<file path="config.mk">
export PLATFORM = sky130hd
export DESIGN_NAME = hb_bridge
export DESIGN_NICKNAME = d
export VERILOG_FILES = /design/src/rtl/hb_pkg.sv /design/src/rtl/hb_sync.sv /design/src/rtl/hb_proto.sv /design/src/rtl/hb_regfile.sv /design/src/rtl/hb_bridge.sv
export SDC_FILE = /design/constraint.sdc
export NUM_CORES = 2
export LEC_CHECK = 0
export ABC_AREA = 1
export BUFFER_PORTS_ARGS = -buffer_cell sky130_fd_sc_hd__buf_2
export CELL_PAD_IN_SITES_DETAIL_PLACEMENT = 1
export CELL_PAD_IN_SITES_GLOBAL_PLACEMENT = 2
export CORE_MARGIN = 2
export CORE_UTILIZATION = 35
export DETAILED_ROUTE_END_ITERATION = 10
export PLACE_DENSITY = 0.81
export SYNTH_ARGS = -nofsm -noshare
export SYNTH_HDL_FRONTEND = slang
export SYNTH_SLANG_ARGS = --single-unit
</file>
<file path="constraint.sdc">
create_clock -name clk -period 4.5 [get_ports clk]
set_input_delay 0.9 -clock clk [delete_from_list [all_inputs] [get_ports clk]]
set_output_delay 0.9 -clock clk [all_outputs]
set_load 0.02 [all_outputs]
</file>
<file path="src/rtl/hb_pkg.sv">
package hb_pkg;

    typedef enum logic {
        MODE_INTEL = 1'b0,
        MODE_MOTO  = 1'b1
    } bus_mode_e;

    // cycles after reset before edge detection is trusted (sync pipe fill)
    localparam int WARM_CYCLES = 3;
    localparam int WARM_W      = $clog2(WARM_CYCLES + 1);

endpackage

</file>
<file path="src/rtl/hb_sync.sv">
module hb_sync #(
    parameter int W = 1
) (
    input  logic         clk,
    input  logic         rst_n,
    input  logic [W-1:0] d,
    output logic [W-1:0] q
);

    typedef struct packed {
        logic [W-1:0] s1;
        logic [W-1:0] s2;
    } sync_st_t;

    sync_st_t st_d, st_q;

    always_comb begin
        st_d    = st_q;
        st_d.s1 = d;
        st_d.s2 = st_q.s1;
    end

    always_ff @(posedge clk or negedge rst_n) begin
        if (!rst_n) st_q <= '0;
        else        st_q <= st_d;
    end

    assign q = st_q.s2;

endmodule

</file>
<file path="src/rtl/hb_proto.sv">
module hb_proto
    import hb_pkg::*;
#(
    parameter int DW = 8
) (
    input  logic          clk,
    input  logic          rst_n,
    input  logic          mode_pin,
    input  logic          cs_n_s,
    input  logic          ale_s,
    input  logic          rd_s,
    input  logic          wr_s,
    input  logic [DW-1:0] ad_s,
    output bus_mode_e     mode_o,
    output logic          ready_o,
    output logic [DW-1:0] lat_addr_o,
    output logic          wr_en_o,
    output logic [DW-1:0] wr_data_o,
    output logic          rd_live_o,
    output logic          rd_act_o
);

    localparam logic [WARM_W-1:0] WARM_MAX = WARM_W'(WARM_CYCLES);

    typedef struct packed {
        bus_mode_e         mode;
        logic [WARM_W-1:0] warm;
        logic              ale_p;
        logic              wr_p;
        logic              rd;
        logic [DW-1:0]     addr;
        logic [DW-1:0]     wdata;
    } proto_st_t;

    proto_st_t st_d, st_q;
    logic      ready;
    logic      wr_now;
    logic      rd_now;
    logic      commit;

    always_comb begin
        st_d  = st_q;
        ready = (st_q.warm == WARM_MAX);
        if (!ready) st_d.warm = st_q.warm + 1'b1;
        if (st_q.warm == '0) st_d.mode = bus_mode_e'(mode_pin);

        if (st_q.mode == MODE_INTEL) begin
            wr_now = !wr_s && !cs_n_s;
            rd_now = !rd_s && !cs_n_s;
        end else begin
            wr_now = rd_s && !wr_s && !cs_n_s;
            rd_now = rd_s &&  wr_s && !cs_n_s;
        end
        wr_now = wr_now && ready;
        rd_now = rd_now && ready;

        if (ready && st_q.ale_p && !ale_s) st_d.addr = ad_s;
        if (wr_now) st_d.wdata = ad_s;

        commit     = st_q.wr_p && !wr_now;
        st_d.ale_p = ale_s;
        st_d.wr_p  = wr_now;
        st_d.rd    = rd_now;
    end

    always_ff @(posedge clk or negedge rst_n) begin
        if (!rst_n) st_q <= '0;
        else        st_q <= st_d;
    end

    assign mode_o     = st_q.mode;
    assign ready_o    = ready;
    assign lat_addr_o = st_q.addr;
    assign wr_en_o    = commit;
    assign wr_data_o  = st_q.wdata;
    assign rd_live_o  = rd_now;
    assign rd_act_o   = st_q.rd;

endmodule

</file>
<file path="src/rtl/hb_regfile.sv">
module hb_regfile #(
    parameter int          DW      = 8,
    parameter int          DEPTH   = 256,
    parameter int          RO_BASE = 240,
    parameter logic [7:0]  ID_TAG  = 8'h50
) (
    input  logic                     clk,
    input  logic                     rst_n,
    input  logic                     we,
    input  logic [$clog2(DEPTH)-1:0] addr,
    input  logic [DW-1:0]            wdata,
    output logic [DW-1:0]            rdata
);

    localparam int AW       = $clog2(DEPTH);
    localparam int RO_LOW_W = $clog2(DEPTH - RO_BASE);

    logic [DW-1:0] mem_d [DEPTH];
    logic [DW-1:0] mem_q [DEPTH];
    logic          in_ro;

    assign in_ro = (addr >= AW'(RO_BASE));

    always_comb begin
        mem_d = mem_q;
        if (we && !in_ro) mem_d[addr] = wdata;
    end

    always_ff @(posedge clk or negedge rst_n) begin
        if (!rst_n) begin
            for (int i = 0; i < DEPTH; i++) mem_q[i] <= '0;
        end else begin
            mem_q <= mem_d;
        end
    end

    assign rdata = in_ro ? (DW'(ID_TAG) | DW'(addr[RO_LOW_W-1:0])) : mem_q[addr];

endmodule

</file>
<file path="src/rtl/hb_bridge.sv">
module hb_bridge
    import hb_pkg::*;
#(
    parameter int DW = 8
) (
    input  logic          clk,
    input  logic          rst_n,
    input  logic          mode_sel,
    input  logic          cs_n,
    input  logic          ale_as,
    input  logic          rd_ds,
    input  logic          wr_rw,
    input  logic [DW-1:0] ad_in,
    output logic [DW-1:0] ad_out,
    output logic          ad_oe
);

    localparam int SW    = DW + 4;
    localparam int DEPTH = 1 << DW;

    logic [SW-1:0] pins_s;
    logic          cs_n_s, ale_s, rd_s, wr_s;
    logic [DW-1:0] ad_s;
    bus_mode_e     mode_q;
    logic          ready;
    logic [DW-1:0] lat_addr;
    logic          wr_en;
    logic [DW-1:0] wr_data;
    logic          rd_live;

    hb_sync #(.W(SW)) u_sync (
        .clk   (clk),
        .rst_n (rst_n),
        .d     ({cs_n, ale_as, rd_ds, wr_rw, ad_in}),
        .q     (pins_s)
    );

    assign {cs_n_s, ale_s, rd_s, wr_s, ad_s} = pins_s;

    hb_proto #(.DW(DW)) u_proto (
        .clk        (clk),
        .rst_n      (rst_n),
        .mode_pin   (mode_sel),
        .cs_n_s     (cs_n_s),
        .ale_s      (ale_s),
        .rd_s       (rd_s),
        .wr_s       (wr_s),
        .ad_s       (ad_s),
        .mode_o     (mode_q),
        .ready_o    (ready),
        .lat_addr_o (lat_addr),
        .wr_en_o    (wr_en),
        .wr_data_o  (wr_data),
        .rd_live_o  (rd_live),
        .rd_act_o   (ad_oe)
    );

    hb_regfile #(.DW(DW), .DEPTH(DEPTH)) u_regs (
        .clk   (clk),
        .rst_n (rst_n),
        .we    (wr_en),
        .addr  (lat_addr),
        .wdata (wr_data),
        .rdata (ad_out)
    );

endmodule

</file>
After elaboration in Yosys (flattened, before gate mapping)
Cells that the tools add are included.
Storage, ports and cells
  register bits after elaboration: 2094
  logic and storage cells: 300
Cells by class
  mux-type cells: 9
  eq/ne operators: 1
  order comparisons: 3
  $add $sub $neg: 1
  reduce and logical (&&, ||, !) cells: 20
  bitwise gates (word level): 1
Operator list (count)
  $bwmux W2048: 1
  $bmux W8 S8: 1
  $demux W8 S8: 1
  $mux W8: 4
  $logic_and A1 B1 Y1: 13
  $ge A9 B9 Y1 const B: 1
  $lt A9 B1 Y1 const B: 1
  $not A8 Y9: 1
  $ge A8 B8 Y1 const B: 1
  $logic_not A1 Y1: 6
  $add A2 B1 Y2 const B: 1
  $eq A2 B2 Y1 const B: 1
  $logic_not A2 Y1: 1
  $mux W1: 2

Depth between registers and ports, before layout
  depth in word-level cells: 8
  depth in mapped cells: 18

Modules after synthesis
A second synthesis with hierarchy kept.
Second synthesis, totals
  cells, all modules: 11102
  area total of the unflattened synthesis: 89941.3 µm²
By module, submodules not included
  hb_regfile: times used 1, cells each 10969, area each 88289.7 µm²
  hb_proto: times used 1, cells each 109, area each 1051.0 µm²
  hb_sync: times used 1, cells each 24, area each 600.6 µm²

Worst setup path after synthesis
No wires, ideal clock.
  path type: register to output
  start: register u_proto.st_q, in the netlist u_proto.lat_addr_o[0]
  end: output port ad_out[7]
  arrival time: 2.189 ns
  stages on the path, launching flop included: 16
  path slack: 1.411 ns
  data required time: 3.600 ns
  path through: dfrtp_1 buf_4 inv_1 nor2_1 clkbuf_1 clkbuf_1 a22oi_1 nand2_1 nand2_1 nand2_1 nor2_1 nor2_1 nor2_1 nand2_1 nand2_1 a21oi_1
On the way
  cells in the longest elaborated chain, start to end: 5
  elaborated cells on any way between the ends: 6
  classes of those cells: order compare (1); mux (4); bitwise (1)
Ends and longest elaborated chain
  from (decl): RTL line hb_proto.sv:35  | proto_st_t st_d, st_q;
  from (signal assigned): RTL line hb_proto.sv:68  | else st_q <= st_d;
  $not A8 Y9 (implied by the code): RTL line hb_regfile.sv:37  | assign rdata = in_ro ? (DW'(ID_TAG) | DW'(addr[RO_LOW_W-1:0])) : mem_q[addr];
  $bmux W8 S8: RTL line hb_regfile.sv:37
  $mux W8 (implied by the code) (2 in a row): RTL line hb_regfile.sv:37
  $mux W8 (*): RTL line hb_regfile.sv:37
  to (decl): RTL line hb_bridge.sv:14  | output logic [DW-1:0] ad_out,
Mark *: on every way between the ends. The rest lies on a longest branch, timed or not. The select of a mux whose other input is x is not followed.

Worst setup path after layout
  start: register u_proto.st_q, in the netlist u_proto.lat_addr_o[0]
  end: output port ad_out[6]
Same word-level chain as after synthesis.

==> results.yml <==
synth:
  synth_top_area_frac: 0.576
  ys_seq_area_frac: 0.576
  yosysTopAreaCell: "dfrtp_1"
  netlist_area_um2: 88900
  synth-seq-cells: 2046
  yosysWarnings: 0
  syn-num-nets: 10800
  syn_avg_cell_area_um2: 8.24
  synth_area_leaders: "dfrtp_1 (58%), nand2_1 (20%), o21ai_0 (11%)"
  syn-instance-count: 10800
  synth_cell_types: 30
grt:
  antenna_found_initial: 13
  grt_max_degree: 156
  first_global_vias: 80200
  grt_usage: 0.265
  grt_pass1_wl_um: 521000
  gr-total-overflow: 0
drt:
  drt_wl_total_um: 346000
  drt_iter0_markers: 6940
  vias_per_cell: 5.46
  vias: 77200
  wl_per_cell_um: 24.5
  ant_nets: 0
  drtPass1Iterations: 6
  post-route-drc-count: 0
placement:
  port_buffers: 23
  dpl.cell_count: 13600
  dp_hpwl_um: 204000
  gp_congestion: 0.844
  post_dp_cell_area_um2: 93100
layout:
  stdcell_area_um2: 104000
  stdcell_count: 14100
  nets: 10600
  final_util: 0.415
  final_layout_size_suffix_gt1_frac: 0.105
  fillers: 29300
  area_delta_synth_final_pct: 17.5
setup_path:
  critPathArrivalTime_ns: 3.97
  critPathMaxFanout: 8
  start_kind: "flop"
  r2r_cells: 9
  crit_required_ns: 3.60
  setup.worst_path.class: "reg -> out"
  critPathCaptureType: "primary output"
  critPathSlowestCell: "dfrtp_4"
  critical-path-max-stage-delay_ns: 0.52
  crit_chain: "buf_12, clkinv_16, nor2_4, buf_12, buf_12, buf_12, buf_8, buf_6, a22oi_2, nand2_1, nand2_1, nand3_2, o21ai_4, buf_6, nand3_4, nor2_4, buf_6, nand3_4, buf_6"
min_path:
  hold_path_class: "in -> reg"
  hold_depth: 1
pwr:
  total_power_w: 0.0442
  power_switching_w: 0.0127
  clkPwrFrac: 0.440
  power.leakage_nw: 47.6
  power.share.switching: 0.288
  ir_worst_vdd_v: 0.000373
  power.density_nw_per_um2: 423
  pwr-share-comb: 0.127
  p_int_w: 0.0315
  p_seq_frac: 0.433
clock_tree:
  cts-htree-levels: 4
  cts_tree: "done"
  clock_latency_ns: 0.94
  numClockSinks: 2046
  clkTransAtPathRegs_ns: 0.07
  clock_path_buffers: 3
  clockRootBuffer: "clkbuf_16"
  cts_buffers: 227
floorplan:
  die_x_um: 508
  design.die.area_um2: 258000
  rows: 184
  fp.dieH_um: 508
  core_area_um2: 252000
  start_util: 0.353
  io_pins: 24
timing:
  rsz0062_at_grt: "yes"
  drv_slew: 0
  max_freq_mhz: 205
  period_share: 1.08
  fin_worst_skew_ns: 0.0588
  finalSetupViolCount: 8
  tightest_slew_ns: 1.05
  worst_slack_ns: -0.370
  fin_crit_ns: 4.87
  slew-limit-headroom: 0.298
  final_hold_viol_count: 0
  fin_hold_ws_ns: 0.0820
outcome:
  violations: "setup timing"
  status: "finished, violations left"
job:
  drv_cap: 0
cells in the mapped netlist (all sizes together):
cell type,n
nand2,4804
o21ai,2057
dfrtp,2046
clkbuf,646
a22oi,296
nor2,290
buf,229
nand4,171
a21oi,120
nand3,69
inv,41
nor4,6
a21boi,2
ha,2
nor3,2
a21o,1
mux2,1
o211ai,1
o21a,1
xnor2,1
power groups by stage:
stage	clock, W	combinational (W)	sequential, W
after detailed placement	0	0.00469	0.0194
after floorplan	0	0.00208	0.0193
after global placement	0	0.00461	0.0194
after CTS	0.0197	0.00542	0.0191
after global routing	0.0204	0.00591	0.0191
final	0.0194	0.00563	0.0191
state kept, by name, summed over array words and instances, names as in the netlist:
signal,cells
u_sync.st_d,12
u_proto.wr_data_o,8
u_sync.q,12
u_proto.lat_addr_o,8
u_proto.rd_act_o,1
u_regs.mem_q,2000
u_proto.st_q,4
u_proto.mode_o,1
cell usage in the layout (no fill, tap or decap), types with 37 or more instances in the layout:
cell and count:
buf_16 37, clkbuf_16 241, nand3_1 60, buf_4 255
buf_12 76, nand2_1 4719, nor2_4 64, dfrtp_1 2042
clkbuf_1 53, nor2_1 147, o21ai_1 143, nand4_1 171
clkbuf_8 56, a21oi_1 115, o21ai_0 1892, nand2_2 78
buf_6 37, a22oi_1 273, nor2_2 79
metal layers:
metal,wire (um),track usage,part of all wire,up-vias
li1,-,-,-,34700
met1,154000,0.363,0.45,39800
met2,159000,0.422,0.46,2022
met3,19200,0.0417,0.055,628
met4,13700,0.101,0.040,2
met5,13,0,0.000038,-
cell type report:
class                           instances  area [um2]  area share
Multi-Input combinational cell       7824       35200       0.337
Antenna cell                            8        20.0    0.000192
Timing Repair Buffer                  454        5770      0.0552
Sequential cell                      2046       51200       0.490
Clock buffer                          336        6650      0.0637
Tap cell                             3348        4190      0.0401
Clock inverter                         75        1150      0.0110
Inverter                               41         274     0.00262
Timing Repair inverter                  1        8.76   0.0000838
cell families after synthesis:
family / Yosys count / share of synthesized area
multiplexers: 1 / 0.000127
AO/OA/AOI/OAI: 2478 / 0.148
XOR/XNOR: 1 / 0.0000986
AND/OR/NAND/NOR: 5342 / 0.233
buffers and inverters: 916 / 0.0417
adder cells (fa/ha/maj): 2 / 0.000282
flip-flops: 2046 / 0.576
stage by stage:
step                      setup slack [ns]  setup TNS (ns)
after floorplan                       1.41               0
after global placement              -0.310          -0.525
final                               -0.370           -2.24
after global routing                -0.361           -2.68
after CTS                           -0.337           -2.47
after detailed placement            -0.298          -0.521
critical path: cells and delay by family (launching register included):
family	cells	cell delay [ns]
flip-flops	1	0.52
AO/OA/AOI/OAI	2	0.38
AND/OR/NAND/NOR	7	0.70
buffers and inverters	10	1.39
final timing paths:
kind                                             from                 end  slack (ns)
max in group asynchronous                       rst_n  u_regs.mem_q[1572]        2.46
worst min register to register         u_sync.st_d[4]         u_sync.q[4]        0.35
worst max register to register  u_proto.lat_addr_o[4]  u_regs.mem_q[1287]        0.74
worst max-delay path            u_proto.lat_addr_o[0]           ad_out[6]       -0.37
worst min-delay path                             cs_n     u_sync.st_d[11]        0.08
min in group asynchronous                       rst_n     u_regs.mem_q[8]        0.57
repair_timing:
action / CTS / global route
setup endpoints to repair: 8 / 8
gates cloned: 31 / 14
hold endpoints to repair: 21 / 0
gates resized for setup: 307 / 213
hold buffers: 1 / 0
pin swaps: 38 / 105
buffers inserted: 50 / 26
No activity file was read; power rests on OpenSTA's default activity.
